[src/rtl/hostbus_pkg.sv]
package hostbus_pkg;
  localparam int BUS_W    = 8;
  localparam int ADDR_W   = 2;
  localparam int FIELD_W  = BUS_W - ADDR_W;
  localparam int NUM_REGS = 1 << ADDR_W;

  localparam int ST_TX_FULL  = 0;
  localparam int ST_TX_EMPTY = 1;
  localparam int ST_RX_EMPTY = 2;
  localparam int ST_RX_OVF   = 3;
  localparam int ST_TX_OVF   = 4;

  typedef struct packed {
    logic             rd;
    logic             fifo;
    logic [BUS_W-1:0] data;
  } host_beat_t;
endpackage

[src/rtl/hostbus_sync.sv]
module hostbus_sync
  import hostbus_pkg::*;
#(
  parameter int STAGES = 3
) (
  input  logic             clk,
  input  logic             rst_n,
  input  logic             sel_n,
  input  logic             rd_wr,
  input  logic             fifo_sel,
  input  logic [BUS_W-1:0] din,
  output logic             evt,
  output host_beat_t       evt_beat
);
  logic [STAGES-1:0] sel_q;
  host_beat_t        beat_q [STAGES];

  always_ff @(posedge clk) begin
    if (!rst_n) begin
      sel_q <= '1;
      for (int i = 0; i < STAGES; i++) beat_q[i] <= '0;
    end else begin
      sel_q[0]  <= sel_n;
      beat_q[0] <= '{rd: rd_wr, fifo: fifo_sel, data: din};
      for (int i = 1; i < STAGES; i++) begin
        sel_q[i]  <= sel_q[i-1];
        beat_q[i] <= beat_q[i-1];
      end
    end
  end

  assign evt      = sel_q[STAGES-2] & ~sel_q[STAGES-1];
  assign evt_beat = beat_q[STAGES-1];
endmodule

[src/rtl/hostbus_fifo.sv]
module hostbus_fifo #(
  parameter int WIDTH = 8,
  parameter int DEPTH = 8
) (
  input  logic             clk,
  input  logic             rst_n,
  input  logic             push,
  input  logic [WIDTH-1:0] wdata,
  input  logic             pop,
  output logic [WIDTH-1:0] head,
  output logic             full,
  output logic             empty
);
  localparam int AW = (DEPTH > 1) ? $clog2(DEPTH) : 1;
  localparam int CW = $clog2(DEPTH + 1);

  logic [WIDTH-1:0] mem [DEPTH];
  logic [AW-1:0]    wp, rp;
  logic [CW-1:0]    cnt;

  assign full  = (cnt == CW'(DEPTH));
  assign empty = (cnt == '0);
  assign head  = mem[rp];

  function automatic logic [AW-1:0] nxt(input logic [AW-1:0] p);
    return (p == AW'(DEPTH - 1)) ? '0 : p + 1'b1;
  endfunction

  always_ff @(posedge clk) begin
    if (!rst_n) begin
      wp  <= '0;
      rp  <= '0;
      cnt <= '0;
    end else begin
      if (push) begin
        mem[wp] <= wdata;
        wp      <= nxt(wp);
      end
      if (pop) rp <= nxt(rp);
      case ({push, pop})
        2'b10:   cnt <= cnt + 1'b1;
        2'b01:   cnt <= cnt - 1'b1;
        default: cnt <= cnt;
      endcase
    end
  end
endmodule

[src/rtl/hostbus_regs.sv]
module hostbus_regs
  import hostbus_pkg::*;
(
  input  logic                        clk,
  input  logic                        rst_n,
  input  logic                        wr_en,
  input  logic [ADDR_W-1:0]           addr,
  input  logic [FIELD_W-1:0]          value,
  output logic [NUM_REGS*FIELD_W-1:0] fields
);
  for (genvar k = 0; k < NUM_REGS; k++) begin : g_field
    always_ff @(posedge clk) begin
      if (!rst_n)
        fields[k*FIELD_W +: FIELD_W] <= '0;
      else if (wr_en && addr == ADDR_W'(k))
        fields[k*FIELD_W +: FIELD_W] <= value;
    end
  end
endmodule

[src/rtl/hostbus_bridge.sv]
module hostbus_bridge
  import hostbus_pkg::*;
#(
  parameter int TX_DEPTH = 8,
  parameter int RX_DEPTH = 8
) (
  input  logic                        clk,
  input  logic                        rst_n,
  input  logic                        sel_n,
  input  logic                        rd_wr,
  input  logic                        fifo_sel,
  input  logic [BUS_W-1:0]            bus_din,
  output logic [BUS_W-1:0]            bus_dout,
  output logic                        bus_oe,
  output logic                        tx_valid,
  input  logic                        tx_ready,
  output logic [BUS_W-1:0]            tx_data,
  input  logic                        rx_valid,
  output logic                        rx_ready,
  input  logic [BUS_W-1:0]            rx_data,
  output logic [NUM_REGS*FIELD_W-1:0] cfg_regs
);
  logic       evt;
  host_beat_t beat;
  logic       wr_fifo_evt, rd_fifo_evt, wr_reg_evt, rd_stat_evt;
  logic       tx_full, tx_empty, tx_push, tx_pop;
  logic       rx_full, rx_empty, rx_push, rx_pop;
  logic [BUS_W-1:0] rx_head;
  logic       tx_ovf_q, rx_ovf_q;
  logic [BUS_W-1:0] status;

  hostbus_sync #(.STAGES(3)) u_sync (
    .clk(clk), .rst_n(rst_n), .sel_n(sel_n), .rd_wr(rd_wr),
    .fifo_sel(fifo_sel), .din(bus_din), .evt(evt), .evt_beat(beat)
  );

  assign wr_fifo_evt = evt & ~beat.rd &  beat.fifo;
  assign rd_fifo_evt = evt &  beat.rd &  beat.fifo;
  assign wr_reg_evt  = evt & ~beat.rd & ~beat.fifo;
  assign rd_stat_evt = evt &  beat.rd & ~beat.fifo;

  assign tx_push  = wr_fifo_evt & ~tx_full;
  assign tx_valid = ~tx_empty;
  assign tx_pop   = tx_valid & tx_ready;

  hostbus_fifo #(.WIDTH(BUS_W), .DEPTH(TX_DEPTH)) u_txq (
    .clk(clk), .rst_n(rst_n), .push(tx_push), .wdata(beat.data),
    .pop(tx_pop), .head(tx_data), .full(tx_full), .empty(tx_empty)
  );

  assign rx_ready = ~rx_full;
  assign rx_push  = rx_valid & ~rx_full;
  assign rx_pop   = rd_fifo_evt & ~rx_empty;

  hostbus_fifo #(.WIDTH(BUS_W), .DEPTH(RX_DEPTH)) u_rxq (
    .clk(clk), .rst_n(rst_n), .push(rx_push), .wdata(rx_data),
    .pop(rx_pop), .head(rx_head), .full(rx_full), .empty(rx_empty)
  );

  hostbus_regs u_regs (
    .clk(clk), .rst_n(rst_n), .wr_en(wr_reg_evt),
    .addr(beat.data[BUS_W-1 -: ADDR_W]), .value(beat.data[FIELD_W-1:0]),
    .fields(cfg_regs)
  );

  always_ff @(posedge clk) begin
    if (!rst_n) begin
      tx_ovf_q <= 1'b0;
      rx_ovf_q <= 1'b0;
    end else begin
      if (wr_fifo_evt && tx_full) tx_ovf_q <= 1'b1;
      else if (rd_stat_evt)       tx_ovf_q <= 1'b0;
      if (rx_valid && rx_full)    rx_ovf_q <= 1'b1;
      else if (rd_stat_evt)       rx_ovf_q <= 1'b0;
    end
  end

  always_comb begin
    status              = '0;
    status[ST_TX_FULL]  = tx_full;
    status[ST_TX_EMPTY] = tx_empty;
    status[ST_RX_EMPTY] = rx_empty;
    status[ST_RX_OVF]   = rx_ovf_q;
    status[ST_TX_OVF]   = tx_ovf_q;
  end

  assign bus_oe = ~sel_n & rd_wr;

  always_comb begin
    if (!bus_oe)       bus_dout = '0;
    else if (fifo_sel) bus_dout = rx_empty ? '0 : rx_head;
    else               bus_dout = status;
  end
endmodule

[config.mk]
export PLATFORM = sky130hd
export DESIGN_NAME = hostbus_bridge
export DESIGN_NICKNAME = d
export VERILOG_FILES = /design/src/rtl/hostbus_pkg.sv /design/src/rtl/hostbus_sync.sv /design/src/rtl/hostbus_fifo.sv /design/src/rtl/hostbus_regs.sv /design/src/rtl/hostbus_bridge.sv
export SDC_FILE = /design/constraint.sdc
export NUM_CORES = 1
export LEC_CHECK = 0
export ABC_AREA = 1
export BUFFER_PORTS_ARGS = -buffer_cell sky130_fd_sc_hd__buf_2
export CAP_MARGIN = 20
export CORE_MARGIN = 3
export CORE_UTILIZATION = 40
export CTS_CLUSTER_DIAMETER = 120
export CTS_CLUSTER_SIZE = 12
export DETAILED_ROUTE_END_ITERATION = 16
export HOLD_SLACK_MARGIN = 0.08
export PLACE_DENSITY = 0.6
export SYNTH_ARGS = -nofsm -noshare
export SYNTH_HDL_FRONTEND = slang
export SYNTH_SLANG_ARGS = --single-unit
[constraint.sdc]
create_clock -name clk -period 3.43 [get_ports clk]
set_input_delay 0.5145 -clock clk [delete_from_list [all_inputs] [get_ports clk]]
set_output_delay 0.5145 -clock clk [all_outputs]
set_load 0.05 [all_outputs]
==> summary.txt, run 1 <==
Final layout
  – Reg area: 5550 µm²
  – Net count reported at finish: 890
  – Fraction of layout instances using a drive strength above 1: 13.4%
  – Layout filler cell count: 1877
  – Area added between synthesis and finish: 14.5%
  – Diode count: 0
  – Non-filler instance count after layout: 1133
  – Multi-input gate area in the final layout: 2290 µm²

Clock tree
  – Total number of H-tree levels: 1
  – Number of buffers on the longest clock path: 3
  – Post-CTS repair timing setup buffer count: 0
  – Clock-pin transition on the worst setup and hold timing paths: 60 ps
  – Later-pin clock latency in the skew report: 490 ps
  – CTS hold repair buffers: 0
  – Root cell of the clock tree: sky130_fd_sc_hd__clkbuf_16
  – CTS resizes: 0
  – Sink Count: 213
  – CTS tree: yes
  – Cts bufs inserted: 21

Logic synthesis
  – Post-synthesis instance total: 785
  – Post-synth EDFFs: 128
  – Dominant cells by area after synthesis: sky130_fd_sc_hd__edfxtp_1 (47%), sky130_fd_sc_hd__dfxtp_1 (21%), sky130_fd_sc_hd__nor2_1 (7.6%)
  – Fraction of registers with async set or reset after synthesis: 0%
  – Number of synthesized register bits: 213
  – Most common cell in the synthesized netlist: sky130_fd_sc_hd__nor2_1
  – Yosys top cell area share: 46.5%
  – Netlist area before placement: 8270 µm²
  – Proportion of synthesized chip area in sequential cells: 67.1%
  – Ys flop type: sky130_fd_sc_hd__edfxtp_1
  – Cell accounting for the most synthesized area: sky130_fd_sc_hd__edfxtp_1
  – Synthesized area per cell: 10.5 µm²
  – Most frequent cells after synthesis: sky130_fd_sc_hd__nor2_1 (168), sky130_fd_sc_hd__edfxtp_1 (128), sky130_fd_sc_hd__o21ai_0 (92), sky130_fd_sc_hd__nand2_1 (90), sky130_fd_sc_hd__dfxtp_1 (85)
  – Mapped Nets: 821
  – Cell variety after synth: 30
  – Number of synthesis warnings: 0

Global route
  – Pin count of the biggest net entering global routing: 74
  – Number of antenna violations at the first check in global routing: 0
  – Grt ovf: 0
  – Global-route wire length before repair: 28.2 mm
  – Via count of the first global-routing pass: 5325
  – Total global routing track utilization: 15.9%

Critical path
  – Arrival time reported for the critical path endpoint: 2320 ps
  – Crit-path cells: buf_4, nor2_1, nor2_1, o21ai_0, o211ai_1, nand3_1, a21oi_1, buf_2
  – Category of the worst setup path launch point: flop
  – CP Max Fanout: 18
  – Critical-path cell with the highest stage delay: sky130_fd_sc_hd__dfxtp_1
  – Slack of the worst reg-to-reg path: 1190 ps
  – Category of the most critical setup path: flop to output port
  – Worst r2r src: u_sync.beat_q[0][29]$_SDFF_PN0_
  – Crit Reg-Reg Endpoint: u_txq.mem[4][0]$_DFFE_PP_
  – Critical path endpoint: bus_dout[0]
  – Type of destination of the critical path: output port
  – Most frequent cell on the critical path: sky130_fd_sc_hd__nor2_1
  – CP peak stage delay: 650 ps
  – Worst Path Required: 2920 ps
  – Count of cells along the worst register-to-register path: 6

Outcome
  – Result of the run: completed

Die
  – Count of pins on the block boundary: 66
  – Number of cell rows: 51
  – Vertical die dimension: 150 µm
  – Total Die Area: 22400 µm²
  – Floorplan die width: 150 µm
  – Core Box Area: 19900 µm²
  – Initial Util: 41.5%

Detailed routing
  – Vias per cell: 4.90
  – Detailed Route Iter0 Violations: 384
  – Remaining design rule violation count: 0
  – Number of routed nets with antenna violations: 0
  – Number of optimization iterations in the first detailed-route pass: 5
  – Routed len/inst: 15.5 µm
  – Total via count in the routed design: 5552
  – Total wire length after detailed routing: 17.5 mm

Job
  – Maximum Capacitance Violations: 0

STA
  – Final Setup Violations: 0
  – Setup repair after global routing missed its margin: no
  – Worst slew margin: 37.2%
  – Skew final: 16.5 ps
  – Setup total negative slack: 0 ps
  – Maximum clock frequency: 352 MHz
  – Number of endpoints with negative hold slack in the final report: 0
  – Max-slew violation count: 0
  – Part of the cycle the worst path needs: 82.8%
  – Pin slew with the least headroom to its limit: 939 ps
  – Final worst path period need: 2840 ps

Min path
  – Worst Hold Path Cells: 3
  – Hold Path Class: input pin to flop

Placement
  – Dpl hpwl: 11.6 mm
  – Number of instances in the placed design: 1096
  – Routability-driven placement congestion ratio: 0.822
  – Count of buffers from port buffering: 65

Power and ir drop
  – Power Density: 657 nW/µm²
  – Leakage power: 3.86 nW
  – Max IR drop VDD: 0.000408 V
[worst max-delay path: cells and delay by family, from the launching register on]
kind            cells  cell delay, ps
compound gates      3             350
buf+inv             2             590
flops               1             650
simple gates        3             250
[registers in the layout, summed over array words and instances (netlist names), named ones only]
name,count
u_regs.fields,24
u_rxq.mem,64
rx_ovf_q,1
u_txq.wp,3
u_rxq.rp,3
u_txq.mem,64
u_sync.sel_q,3
u_txq.rp,3
u_sync.beat_q,30
u_rxq.cnt,4
u_txq.cnt,4
u_rxq.wp,3
tx_ovf_q,1
[layer usage]
layer / share of wire, % / global-route usage [%]
met1: 49 / 23.7
met2: 45 / 24.4
met3: 4.4 / 2.45
met4: 1.9 / 4.03
met5: 0 / 0
[kinds of logic after synthesis]
family	count (synthesis)	synth area share, %
AO/OA/AOI/OAI	151	10.3
AND/OR/NAND/NOR	297	14.8
XOR/XNOR	5	0.530
flip-flops	213	67.1
adder cells (fa/ha/maj)	13	1.97
buffers and inverters	106	5.24
[final cells by class]
class                           instances  area share (%)
Sequential cell                       213            58.6
Multi-Input combinational cell        466            24.2
Clock buffer                           35            6.11
Tap cell                              265            3.50
Timing Repair Buffer                   76            4.44
Inverter                               76            3.02
Clock inverter                          2           0.145
[placed cells by master, fill, tap and decap left out, drive strengths merged]
master  instances
clkbuf         35
nand3          18
o32ai          16
o211ai         10
inv            77
nor3            7
nor2          172
a21oi          25
a31oi           3
nand2          92
ha             13
buf            76
o21ai          95
nand3b          1
clkinv          1
o211a           2
xnor2           1
edfxtp        128
nand4           5
or2             2
xor2            4
dfxtp          85
[where the power goes]
| group | internal [W] | leakage [nW] | switching [W] |
|---|---|---|---|
| clock | 0.00115 | 0.284 | 0.000895 |
| combinational | 0.000352 | 1.76 | 0.000931 |
| sequential | 0.00279 | 1.82 | 0.0000988 |
[worst min path at each step]
stage,endpoint,from
6_report,u_sync.beat_q[0][5]$_SDFF_PN0_,bus_din[5]
5_1_grt,u_sync.sel_q[0]$_SDFF_PN1_,sel_n
4_1_cts,u_sync.beat_q[0][4]$_SDFF_PN0_,bus_din[4]
3_5_place_dp,u_sync.beat_q[0][21]$_SDFF_PN0_,u_sync.beat_q[0][11]$_SDFF_PN0_
3_3_place_gp,u_sync.beat_q[0][25]$_SDFF_PN0_,u_sync.beat_q[0][15]$_SDFF_PN0_
2_1_floorplan,u_sync.beat_q[0][10]$_SDFF_PN0_,u_sync.beat_q[0][0]$_SDFF_PN0_
[stage by stage]
stage	hold slack [ps]	power (W)	setup slack, ps	area (µm²)	utilization [%]
final	212	0.00621	592	9460	47.5
after global routing	210	0.00652	336	9460	47.5
after CTS	196	0.00628	560	9460	47.5
after detailed placement	397	0.00423	1090	8870	44.6
after global placement	393	0.00423	1120	8870	44.6
after floorplan	390	0.00389	1080	8270	-
Note: power is estimated with default switching activity, not from simulation.
==> run 2, diff against run 1 <==
--- a/config.mk
+++ b/config.mk
@@ -14,7 +14,7 @@
 export CTS_CLUSTER_SIZE = 12
 export DETAILED_ROUTE_END_ITERATION = 16
 export HOLD_SLACK_MARGIN = 0.08
-export PLACE_DENSITY = 0.6
+export PLACE_DENSITY = 0.62
 export SYNTH_ARGS = -nofsm -noshare
 export SYNTH_HDL_FRONTEND = slang
 export SYNTH_SLANG_ARGS = --single-unit
==> constraint.sdc (replaced) <==
create_clock -name clk -period 2.5 [get_ports clk]
set_input_delay 0.375 -clock clk [delete_from_list [all_inputs] [get_ports clk]]
set_output_delay 0.375 -clock clk [all_outputs]
set_load 0.05 [all_outputs]
==> run 2 against run 1 <==
  * Largest power group unchanged
  * Clock skew decreased by 4.6 ps
  * First-iteration DRC count decreased by 10%
  * Worst hold slack got worse by 110 ps
  * Final area increased by 3.4%
==> summary.txt, run 2 (synthesis results as in run 1) <==
Clock tree
  – Cts bufs inserted: 21 (unchanged)
  – Later-pin clock latency in the skew report: 500 ps (about the same)
  – Total number of H-tree levels: 1 (unchanged)
  – Number of buffers on the longest clock path: 3 (unchanged)
  – CTS tree: yes
  – Clock-pin transition on the worst setup and hold timing paths: 60 ps (about the same)
  – Root cell of the clock tree: sky130_fd_sc_hd__clkbuf_16
  – Sink Count: 213 (unchanged)

STA
  – Worst Hold Slack: 102 ps (-111 ps)
  – Max-slew violation count: 0 (unchanged)
  – Setup repair after global routing missed its margin: no
  – Worst slew margin: 54.4% (+17 points)
  – Number of endpoints with negative hold slack in the final report: 0 (unchanged)
  – Final Setup Violations: 0 (unchanged)
  – Part of the cycle the worst path needs: 95.1%
  – Skew final: 11.9 ps (-4.55 ps)
  – Final worst path period need: 2380 ps
  – Pin slew with the least headroom to its limit: 684 ps (-254 ps)
  – Maximum clock frequency: 421 MHz
  – Setup total negative slack: 0 ps (unchanged)

Critical path
  – Category of the worst setup path launch point: flop
  – Crit Reg-Reg Endpoint: u_txq.cnt[2]$_SDFFE_PN0P_
  – Count of cells along the worst register-to-register path: 11 (+5)
  – Arrival time reported for the critical path endpoint: 2000 ps (-320 ps)
  – Type of destination of the critical path: output port
  – Launch point of the critical path: u_rxq.cnt[1]$_SDFFE_PN0P_
  – Category of the most critical setup path: flop to output port
  – CP Max Fanout: 5 (-13)
  – Slack of the worst reg-to-reg path: 290 ps (-900 ps)
  – Worst r2r src: u_txq.cnt[0]$_SDFFE_PN0P_
  – Worst Path Required: 2120 ps (-800 ps)

Min path
  – Hold Path Class: input pin to flop
  – Destination of the worst hold path: u_sync.beat_q[0][8]$_SDFF_PN0_
  – Min-Delay Startpoint: fifo_sel
  – Worst Hold Path Cells: 3 (unchanged)

Placement
  – Routability-driven placement congestion ratio: 0.773 (-5.9%)
  – Dpl hpwl: 11.7 mm (+0.61%)
  – Count of buffers from port buffering: 65 (unchanged)

Detailed routing
  – Total via count in the routed design: 5620 (+1.2%)
  – Total wire length after detailed routing: 18.2 mm (+4.0%)
  – Remaining design rule violation count: 0 (unchanged)
  – Number of optimization iterations in the first detailed-route pass: 4 (-1)
  – Vias per cell: 4.84 (-1.1%)
  – Routed len/inst: 15.7 µm (+1.6%)
  – Detailed Route Iter0 Violations: 345 (-10%)
  – Number of routed nets with antenna violations: 0 (unchanged)

Die
  – Count of pins on the block boundary: 66 (unchanged)
  – Vertical die dimension: 150 µm (unchanged)
  – Number of cell rows: 51 (unchanged)
  – Floorplan die width: 150 µm (unchanged)
  – Initial Util: 41.5% (unchanged)
  – Total Die Area: 22400 µm² (unchanged)
  – Core Box Area: 19900 µm² (unchanged)

Global route
  – Global-route wire length before repair: 28.8 mm (+2.2%)
  – Pin count of the biggest net entering global routing: 74 (unchanged)
  – Grt ovf: 0 (unchanged)
  – Number of antenna violations at the first check in global routing: 0 (unchanged)
  – Total global routing track utilization: 16.4% (+0.51 points)
  – Via count of the first global-routing pass: 5440 (+2.2%)

Final layout
  – Fraction of layout instances using a drive strength above 1: 16.1% (+2.7 points)
  – Commonest non-fill, non-tap cell in the layout: sky130_fd_sc_hd__nor2_1
  – Utilization after layout: 49.1% (+1.6 points)
  – Largest registers: u_rxq.mem: 64 flops, u_txq.mem: 64 flops, u_sync.beat_q: 30 flops
  – Diode count: 0 (unchanged)
  – Net count reported at finish: 918 (+3.1%)
  – Commonest non-fill, non-tap cells in the layout: sky130_fd_sc_hd__nor2_1 (167), sky130_fd_sc_hd__edfxtp_1 (128), sky130_fd_sc_hd__o21ai_0 (90), sky130_fd_sc_hd__nand2_1 (90), sky130_fd_sc_hd__dfxtp_1 (80)
  – Area added between synthesis and finish: 18.3%

Job
  – Maximum Capacitance Violations: 0 (unchanged)

Power and ir drop
  – Power Density: 880 nW/µm² (+34%)
  – Max IR drop VDD: 0.000398 V (-2.4%)
  – Leakage power: 4.01 nW (+3.7%)

Outcome
  – Result of the run: completed
-- run 2: metal layers --
layer	part of all wire [%]	wire length (µm)	global-route usage, %	vias to the layer above
met3	4.8	876	2.79	26
li1	-	-	-	2852
met1	48	8700	23.2	2625
met2	46	8340	26.5	117
met4	1.7	305	3.89	0
met5	0	0	0	-
-- run 2: per-stage QoR --
step / setup WS [ps] / power [W] / cells / area [µm²]
after global routing: 0.671 / 0.00901 / 1160 / 9780
after floorplan: 153 / 0.00533 / 785 / 8270
final: 123 / 0.00861 / 1160 / 9780
after detailed placement: 287 / 0.00584 / 1112 / 9010
after CTS: 4.25 / 0.00866 / 1158 / 9720
after global placement: 340 / 0.00582 / 1112 / 9010
-- run 2: repair_timing --
item | in CTS | in global routing
setup endpoints to repair | 12 | 10
hold buffers | 10 | 0
resized for setup | 8 | 22
endpoints found under the hold margin | 10 | 0
setup buffers | 0 | 2
-- run 2: how the worst max path moves through the flow --
stage                                           end
after floorplan           u_txq.cnt[2]$_SDFFE_PN0P_
after global placement    u_txq.cnt[2]$_SDFFE_PN0P_
after detailed placement  u_txq.cnt[2]$_SDFFE_PN0P_
after CTS                               bus_dout[4]
after global routing                     tx_data[0]
final                                   bus_dout[4]
-- run 2: power by group --
part / total (W) / leakage (nW) / internal, W / switching (W)
clock: 0.00281 / 0.283 / 0.00157 / 0.00124
sequential: 0.00396 / 1.82 / 0.00383 / 0.000129
combinational: 0.00184 / 1.90 / 0.000559 / 0.00128
total: 0.00861 / 4.01 / 0.00595 / 0.00265
-- run 2: layout make-up --
type / count / area (µm²)
fill: 1847 / 10100
sequential: 213 / 5550
multi-input combinational: 466 / 2300
timing repair buffer: 104 / 713
clock buffer: 34 / 574
tap: 265 / 332
inverter: 76 / 292
clock inverter: 2 / 13.8
-- run 2: worst max-delay path, cell delays in order (launching register included) --
cell and delay [ps]:
sky130_fd_sc_hd__dfxtp_1 390, sky130_fd_sc_hd__inv_1 70, sky130_fd_sc_hd__nand2_1 100, sky130_fd_sc_hd__nor2_2 80, sky130_fd_sc_hd__inv_1 50, sky130_fd_sc_hd__nand2_1 100, sky130_fd_sc_hd__inv_2 140, sky130_fd_sc_hd__nand3_1 140
sky130_fd_sc_hd__a21oi_2 200, sky130_fd_sc_hd__buf_4 220
==> run 3, diff against run 2 <==
==> constraint.sdc (replaced) <==
create_clock -name clk -period 1.94 [get_ports clk]
set_input_delay 0.291 -clock clk [delete_from_list [all_inputs] [get_ports clk]]
set_output_delay 0.291 -clock clk [all_outputs]
set_load 0.05 [all_outputs]
==> run 3 against run 2 <==
  * The flow now finishes with violations (negative setup slack)
  * Global-route usage rose by 0.87 points
  * Register-to-register slack got worse by 200 ps
  * Power rose by 44%
  * Die area did not move
  * Count of clock-buffer cells in the layout fell by 1
  * Via count rose by 6.0%
  * Sequential share of layout area fell by 5.2 points
  * Non-clock buffer count rose by 50
  * Largest cell class unchanged
==> summary.txt, run 3 (synthesis results as in run 1) <==
Power and ir drop
  – Total power of the final layout: 0.0124 W (+44%)
  – Leakage power: 4.39 nW (+9.7%)
  – Switching part of the total: 30.9% (+0.094 points)
  – Power Density: 1150 nW/µm² (+31%)
  – Max IR drop VDD: 0.000576 V (+45%)
  – NetSw: 0.00383 W (+45%)
  – Part of the total power dissipated in sequential elements: 41.3% (-4.7 points)
  – Share of total power in combinational logic: 29.8% (+8.4 points)
  – Proportion of power drawn by the clock network: 28.9% (-3.7 points)
  – Cell Int Power: 0.00857 W (+44%)

Die
  – Core Box Area: 19900 µm² (unchanged)
  – Number of cell rows: 51 (unchanged)
  – Count of pins on the block boundary: 66 (unchanged)
  – Initial Util: 41.5% (unchanged)
  – Floorplan die width: 150 µm (unchanged)
  – Vertical die dimension: 150 µm (unchanged)
  – Total Die Area: 22400 µm² (unchanged)

STA
  – Final Setup Violations: 16 (+16)
  – Pin slew with the least headroom to its limit: 681 ps (-3.35 ps)
  – Final worst slack: -246 ps (-369 ps)
  – Number of endpoints with negative hold slack in the final report: 0 (unchanged)
  – Worst slew margin: 54.6% (+0.22 points)
  – Max-slew violation count: 0 (unchanged)
  – Part of the cycle the worst path needs: 113%
  – Setup repair after global routing missed its margin: yes
  – Final worst path period need: 2190 ps
  – Skew final: 7.87 ps (-4.05 ps)
  – Maximum clock frequency: 457 MHz

Outcome
  – Result of the run: complete, but fails checks
  – Violations in the final reports: negative setup slack

Critical path
  – Count of buffering cells on the critical path with inverters included: 3 (-1)
  – Cell family with the largest share of critical-path delay: compound AO/OA/AOI/OAI gates
  – Crit-path cells: inv_2, buf_12, nor2_1, o211ai_1, nand3_1, a21oi_2, buf_6
  – Type of destination of the critical path: output port
  – Critical-path cell with the highest stage delay: sky130_fd_sc_hd__dfxtp_4
  – Critical path endpoint: bus_dout[0]
  – Arrival time reported for the critical path endpoint: 1900 ps (-100 ps)
  – Number of gates on the worst path with buffers counted: 7 (-2)
  – Count of cells along the worst register-to-register path: 10 (-1)
  – Worst r2r src: u_txq.cnt[2]$_SDFFE_PN0P_
  – Slack of the worst reg-to-reg path: 90 ps (-200 ps)
  – Worst Path Required: 1650 ps (-470 ps)
  – Category of the worst setup path launch point: flop
  – CP peak stage delay: 360 ps (-30 ps)
  – Crit Reg-Reg Endpoint: u_txq.cnt[2]$_SDFFE_PN0P_
  – CP Max Fanout: 20 (+15)
  – Category of the most critical setup path: flop to output port

Detailed routing
  – Total wire length after detailed routing: 19.5 mm (+6.8%)
  – Remaining design rule violation count: 0 (unchanged)
  – Number of routed nets with antenna violations: 0 (unchanged)
  – Detailed Route Iter0 Violations: 349 (+1.2%)
  – Number of optimization iterations in the first detailed-route pass: 5 (+1)
  – Total via count in the routed design: 5958 (+6.0%)
  – Vias per cell: 4.93 (+1.7%)
  – Routed len/inst: 16.1 µm (+2.5%)

Job
  – Maximum Capacitance Violations: 0 (unchanged)

Final layout
  – Net count reported at finish: 968 (+5.4%)
  – Non-filler instance count after layout: 1209 (+4.2%)
  – Area added between synthesis and finish: 30.5%
  – Largest registers: u_rxq.mem: 64 flops, u_txq.mem: 64 flops, u_sync.beat_q: 30 flops
  – Fraction of layout instances using a drive strength above 1: 27.6% (+12 points)
  – Diode count: 0 (unchanged)
  – Utilization after layout: 54.2% (+5.1 points)
  – Commonest non-fill, non-tap cells in the layout: sky130_fd_sc_hd__nor2_1 (145), sky130_fd_sc_hd__edfxtp_1 (128), sky130_fd_sc_hd__nand2_1 (84)
  – Commonest non-fill, non-tap cell in the layout: sky130_fd_sc_hd__nor2_1

Min path
  – Hold Path Class: input pin to flop

Global route
  – Global-route wire length before repair: 30.2 mm (+4.8%)
  – Grt ovf: 0 (unchanged)
  – Number of antenna violations at the first check in global routing: 0 (unchanged)
  – Via count of the first global-routing pass: 5616 (+3.2%)
  – Pin count of the biggest net entering global routing: 74 (unchanged)
  – Total global routing track utilization: 17.3% (+0.87 points)

Clock tree
  – Number of buffers on the longest clock path: 3 (unchanged)
  – CTS tree: yes
  – Clock-pin transition on the worst setup and hold timing paths: 60 ps (about the same)
  – Root cell of the clock tree: sky130_fd_sc_hd__clkbuf_16
  – Cts bufs inserted: 21 (unchanged)
  – Sink Count: 213 (unchanged)
  – Later-pin clock latency in the skew report: 490 ps (about the same)
  – Total number of H-tree levels: 1 (unchanged)

Placement
  – Dpl hpwl: 11.9 mm (+1.8%)
  – Routability-driven placement congestion ratio: 0.867 (+12%)
  – Count of buffers from port buffering: 65 (unchanged)
  – Number of instances in the placed design: 1134 (+2.0%)
[run 3: cell types whose count changed in the layout (fill, tap and decap cells not counted), sizes merged]
cell and delta:
buf +45, dlygate4sd3 +7, clkbuf -3, clkinvlp -1, inv +1
[run 3: worst min-delay path by stage]
stage / start / end / slack, ps / depth (start not counted)
3_5_place_dp: u_sync.beat_q[0][11]$_SDFF_PN0_ / u_sync.beat_q[0][21]$_SDFF_PN0_ / 400 / 2
2_1_floorplan: fifo_sel / u_sync.beat_q[0][8]$_SDFF_PN0_ / 380 / 2
5_1_grt: rx_data[1] / u_rxq.mem[1][1]$_DFFE_PP_ / 100 / 1
4_1_cts: rx_data[1] / u_rxq.mem[1][1]$_DFFE_PP_ / 90 / 1
6_report: rx_data[1] / u_rxq.mem[1][1]$_DFFE_PP_ / 100 / 1
3_3_place_gp: u_sync.beat_q[0][8]$_SDFF_PN0_ / u_sync.beat_q[0][18]$_SDFF_PN0_ / 390 / 2
[run 3: repair_timing]
action,in CTS,in global routing
pin swaps,23,37
resized for setup,111,73
hold endpoints to repair,53,0
hold buffers,17,0
cloned,4,1
endpoints found under the setup margin,16,54
buffers inserted,14,6
[run 3: power groups by stage]
stage / logic (W) / registers [W] / clock network, W
detailed placement: 0.00246 / 0.00517 / 0
global placement: 0.00244 / 0.00517 / 0
global route: 0.00391 / 0.00514 / 0.00390
floorplan: 0.00179 / 0.00513 / 0
finish: 0.00370 / 0.00512 / 0.00358
CTS: 0.00333 / 0.00510 / 0.00369
[run 3: cell type report]
type | instances | area, µm²
repair buffers | 154 | 1350
clock buffers | 33 | 571
inverters | 76 | 293
fillers | 1726 | 9120
flip-flops and latches | 213 | 5570
multi-input cells | 466 | 2670
well taps | 265 | 332
clock inverters | 2 | 13.8
[run 3: per-stage QoR]
step	hold slack, ps	worst slack (ps)	instance area, µm²	setup TNS [ps]
2_1_floorplan	384	-50.7	8330	-50.7
3_3_place_gp	394	93.6	9230	0
3_5_place_dp	396	86.2	9230	0
4_1_cts	87.6	-263	10500	-2810
5_1_grt	97.8	-337	10800	-4180
6_report	95.8	-246	10800	-2630
[run 3: routing by layer]
metal	GRT usage (%)	up-vias	wire length, µm
met3	3.12	31	1120
met1	24.5	2828	8830
met2	27.3	142	9100
met5	0	-	0
li1	-	2957	-
met4	5.03	0	422
